**src/rtl/pulse_swallow_div.sv**
```systemverilog
module pulse_swallow_div #(
  parameter int P_MOD  = 64,
  parameter int N_W    = 12,
  parameter int N_INIT = 4,
  parameter int A_INIT = 2,
  localparam int A_W = $clog2(P_MOD + 1),
  localparam int W_W = N_W + A_W,
  localparam int C_W = $clog2(P_MOD + 1)
) (
  input  logic clk,
  input  logic rst_n,
  input  logic ser_en,
  input  logic ser_din,
  input  logic ser_latch,
  output logic div_out,
  output logic mod_hi,
  output logic cfg_err
);

  logic [W_W-1:0] shreg;
  logic [N_W-1:0] n_sh, n_cnt;
  logic [A_W-1:0] a_sh, a_cnt;
  logic [C_W-1:0] pc;

  wire [N_W-1:0] new_n = shreg[W_W-1:A_W];
  wire [A_W-1:0] new_a = shreg[A_W-1:0];
  wire new_ok = (new_n != '0) && (N_W'(new_a) <= new_n) && (new_a <= A_W'(P_MOD - 1));

  assign mod_hi = (a_cnt != '0);
  wire [C_W-1:0] pc_last = mod_hi ? C_W'(P_MOD) : C_W'(P_MOD - 1);
  wire pre_tick = (pc == pc_last);
  wire wrap = pre_tick && (n_cnt == N_W'(1));

  always_ff @(posedge clk or negedge rst_n) begin
    if (!rst_n) begin
      shreg   <= '0;
      n_sh    <= N_W'(N_INIT);
      a_sh    <= A_W'(A_INIT);
      n_cnt   <= N_W'(N_INIT);
      a_cnt   <= A_W'(A_INIT);
      pc      <= '0;
      div_out <= 1'b0;
      cfg_err <= 1'b0;
    end else begin
      if (ser_en) shreg <= {shreg[W_W-2:0], ser_din};
      if (ser_latch) begin
        cfg_err <= !new_ok;
        if (new_ok) begin
          n_sh <= new_n;
          a_sh <= new_a;
        end
      end
      pc      <= pre_tick ? '0 : pc + 1'b1;
      div_out <= wrap;
      if (wrap) begin
        n_cnt <= n_sh;
        a_cnt <= a_sh;
      end else if (pre_tick) begin
        n_cnt <= n_cnt - 1'b1;
        if (mod_hi) a_cnt <= a_cnt - 1'b1;
      end
    end
  end

  a_r2_single_pulse: assert property (@(posedge clk) disable iff (!rst_n)
    div_out |=> !div_out);

  a_r1_pulse_on_restart: assert property (@(posedge clk) disable iff (!rst_n)
    div_out |-> pc == '0);

  a_r3_mod_moves_on_wrap: assert property (@(posedge clk) disable iff (!rst_n)
    (pc != '0) |-> $stable(mod_hi));

  a_r3_low_modulus_bound: assert property (@(posedge clk) disable iff (!rst_n)
    !mod_hi |-> pc < C_W'(P_MOD));

  a_r3_swallow_within_main: assert property (@(posedge clk) disable iff (!rst_n)
    N_W'(a_cnt) <= n_cnt);

  a_r6_setting_valid: assert property (@(posedge clk) disable iff (!rst_n)
    (n_sh != '0) && (N_W'(a_sh) <= n_sh) && (a_sh <= A_W'(P_MOD - 1)));

endmodule

```
**config.mk**
```make
export PLATFORM = sky130hd
export DESIGN_NAME = pulse_swallow_div
export DESIGN_NICKNAME = d
export VERILOG_FILES = /design/src/rtl/pulse_swallow_div.sv
export SDC_FILE = /design/constraint.sdc
export NUM_CORES = 1
export LEC_CHECK = 0
export ABC_AREA = 1
export CORE_MARGIN = 2
export CORE_UTILIZATION = 62
export DETAILED_ROUTE_END_ITERATION = 8
export MAX_ROUTING_LAYER = met4
export PLACE_DENSITY = 0.8
export SYNTH_ARGS = -nofsm -noshare
export SYNTH_HDL_FRONTEND = slang
export SYNTH_SLANG_ARGS = --single-unit
```
**constraint.sdc**
```tcl
create_clock -name clk -period 1.8 [get_ports clk]
set_clock_uncertainty 0.05 [all_clocks]
set_input_delay 0.36 -clock clk [delete_from_list [all_inputs] [get_ports clk]]
set_output_delay 0.36 -clock clk [all_outputs]
set_load 0.01 [all_outputs]
```
==> metrics.yaml <==
final_layout:
  fill_cells: 346
  regArea_um2: 1660
  layout-drive-gt1-share_pct: 19.8
  fin_nets: 517
  final_common_cell: "nand2_1"
  insertedDiodeCount: 0
  multi_input_area_um2: 1790
  syn2layout_area_growth_pct: 22.7
  layout_common_cells: "nand2_1 (132), dfrtp_1 (62), nand3_1 (51), inv_1 (46), nor2_1 (39)"
logic_synthesis:
  synth_top_cell_by_area: "dfrtp_1"
  synth.area.top_cells: "dfrtp_1 (43%), nand2_1 (15%), nand3_1 (7.1%), inv_1 (5.3%), nor2_1 (4.4%)"
  syn_avg_cell_area_um2: 7.73
  ys_warn_count: 0
  synthCells: 464
  synth.top_cell.area_share_pct: 43.3
  synth_seq_cells: 66
  ys_seq_area_share_pct: 46.2
  syn-num-nets: 480
  synth_area_um2: 3590
  synthDistinctLibCells: 32
placement:
  finalWeightedCongestion: 0.928
  dpl.hpwl_um: 5290
  place_ws_ps: -60.8
  port_buffers: 7
worst_setup_path:
  end_kind: "flip-flop"
  reg2reg_depth: 12
  path_class: "reg -> reg"
  reg2reg_from: "shreg[8]"
  critPathLaunchType: "flip-flop"
  crit_required_ps: 1980
  worstReg2RegEnd: "n_sh[10]"
  reg2reg_slack_ps: -50
  worstPathMaxFanout: 9
  crit_arrival_ps: 2030
routing:
  wl_met1_um: 3680
  wl_met2_um: 4380
  drt_iter0_drc: 198
  antenna_left: 0
  wl_met3_um: 512
  num_vias: 3261
  vias_per_cell: 5.64
  drc: 0
  first_pass_iters: 6
  routed_wl_um: 8890
  wl_per_cell_um: 15.4
  highest_layer: "met4"
pwr:
  p_per_area_nw_per_um2: 949
  ir_worst_vdd_mv: 0.820
  power.leakage_uw: 0.00234
timing:
  fin_crit_ps: 1850
  max_freq_mhz: 541
  relSlewSlack_pct: 75.9
  hold_viol: 0
  slew_violations: 0
  rsz0062_at_grt: "yes"
  holdWs_ps: 424
  worst_pin_slew_ps: 358
  post-route-period-util_pct: 103
  setup_viol: 17
  setup_ws_ps: -47.9
cts:
  clockBufferDepth: 2
  clkSinkCount: 66
  cts-buffers-inserted: 9
  root_buffer: "clkbuf_8"
  path_clk_slew_ps: 70
  cts_tree: "yes"
  ctsHtreeMaxLevel: 3
  clock_latency_ps: 350
die:
  start_util_pct: 64.7
  die_h_um: 80.1
  core_area_um2: 5540
  die_w_um: 80.1
  ios: 8
  rows: 27
  dieArea_um2: 6410
global_routing:
  grt_pass1_wl_um: 13600
  grt_pass1_vias: 3024
  grt_usage_pct: 28.4
  grt.overflow.total: 0
  antenna_found_initial: 0
  grt_max_degree: 67
min_path:
  whs_path_depth: 2
  hold_path_end: "a_sh[5]"
  hp-class: "reg -> reg"
  min_from: "a_sh[5]"
status:
  violations: "negative setup slack"
  outcome: "finished, violations left"
job:
  max_cap_viol_count: 0
[worst max path at each step]
stage	from	end	slack, ps	depth (start not counted)
floorplan	a_cnt[1]	a_cnt[3]	120	11
global placement	a_cnt[1]	mod_hi	-30	6
detailed placement	a_cnt[1]	a_cnt[0]	-60	13
CTS	a_cnt[0]	mod_hi	-0.7	6
global route	shreg[8]	n_sh[8]	-160	12
finish	shreg[8]	n_sh[10]	-50	12
[flip-flops by register name (all words and copies together) (netlist names)]
register / cells
a_sh: 7
shreg: 19
div_out: 1
n_cnt: 12
a_cnt: 7
n_sh: 12
cfg_err: 1
pc: 7
[power breakdown]
part / internal (µW) / switching [µW] / total [µW]
clock: 1170 / 577 / 1750
sequential: 1690 / 155 / 1850
combinational: 232 / 342 / 575
[cells in the mapped netlist]
cell type and instances:
nor2_1 42, buf_2 5, buf_6 3, nor3_1 3, inv_2 5, or2_2 3
nand2_1 139, buf_4 1, xor2_1 6, a21oi_1 8, clkbuf_1 5, inv_1 51
nand3_4 1, inv_4 1, xnor2_1 2, a21boi_0 1, nor2_2 4, dfrtp_1 62
o21bai_1 1, nand4_1 5, ha_1 11, o21ai_0 23, o211ai_1 3, nand2_4 4
a21o_1 1, a31oi_1 1, dfstp_2 4, o21ai_1 7, nor2_4 4, nand3b_1 3
nand2_2 4, nand3_1 51
[routing by layer]
layer  vias to the layer above  GRT usage [%]
met1                      1520           35.0
li1                       1561              -
met3                        41           6.29
met2                       139           45.3
met5                         -              -
met4                         0           12.7
[layout make-up]
| type | count | area share (%) |
|---|---|---|
| Tap cell | 72 | 2.05 |
| Multi-Input combinational cell | 330 | 40.6 |
| Clock buffer | 12 | 3.75 |
| Clock inverter | 4 | 2.73 |
| Timing Repair Buffer | 37 | 8.05 |
| Sequential cell | 66 | 37.6 |
| Inverter | 57 | 5.15 |
[cell families (layout without fill, tap and decap cells)]
kind of cell | count (synthesis) | in the layout | synth area share (%)
AO/OA/AOI/OAI | 45 | 45 | 6.73
XOR/XNOR | 8 | 8 | 1.95
adder cells (fa/ha/maj) | 11 | 11 | 3.84
buffers and inverters | 71 | 110 | 8.41
flip-flops | 66 | 66 | 46.2
AND/OR/NAND/NOR | 263 | 266 | 32.9
[worst max-delay path: stages (launching register included)]
cell      delay (ps)
dfrtp_1          360
inv_1             90
ha_4             280
inv_1             50
o21bai_1         190
nand2_1           80
nand2_1           70
nand2_1           60
nand2_1          100
nand2_2          100
buf_4            180
nand3_1           70
nand2_1           60
[through the flow]
| step | instance area, µm² | TNS, ps | cells | power [µW] | util [%] |
|---|---|---|---|---|---|
| finish | 4400 | -394 | 578 | 4170 | 79.4 |
| global route | 4400 | -2650 | 578 | 4330 | 79.4 |
| detailed placement | 3870 | -190 | 552 | 2350 | 69.8 |
| CTS | 4240 | -0.651 | 572 | 4100 | 76.5 |
| global placement | 3870 | -34.5 | 552 | 2320 | 69.8 |
| floorplan | 3590 | 0 | 464 | 2160 | - |
[repair_timing]
| action | in CTS | in global routing |
|---|---|---|
| endpoints found under the setup margin | 27 | 40 |
| hold buffers | 1 | 0 |
| buffers inserted | 1 | 5 |
| gates cloned | 2 | 1 |
| pin swaps | 0 | 8 |
| hold endpoints to repair | 54 | 0 |
| gates resized for setup | 16 | 31 |
Note: power is estimated with default switching activity, not from simulation.
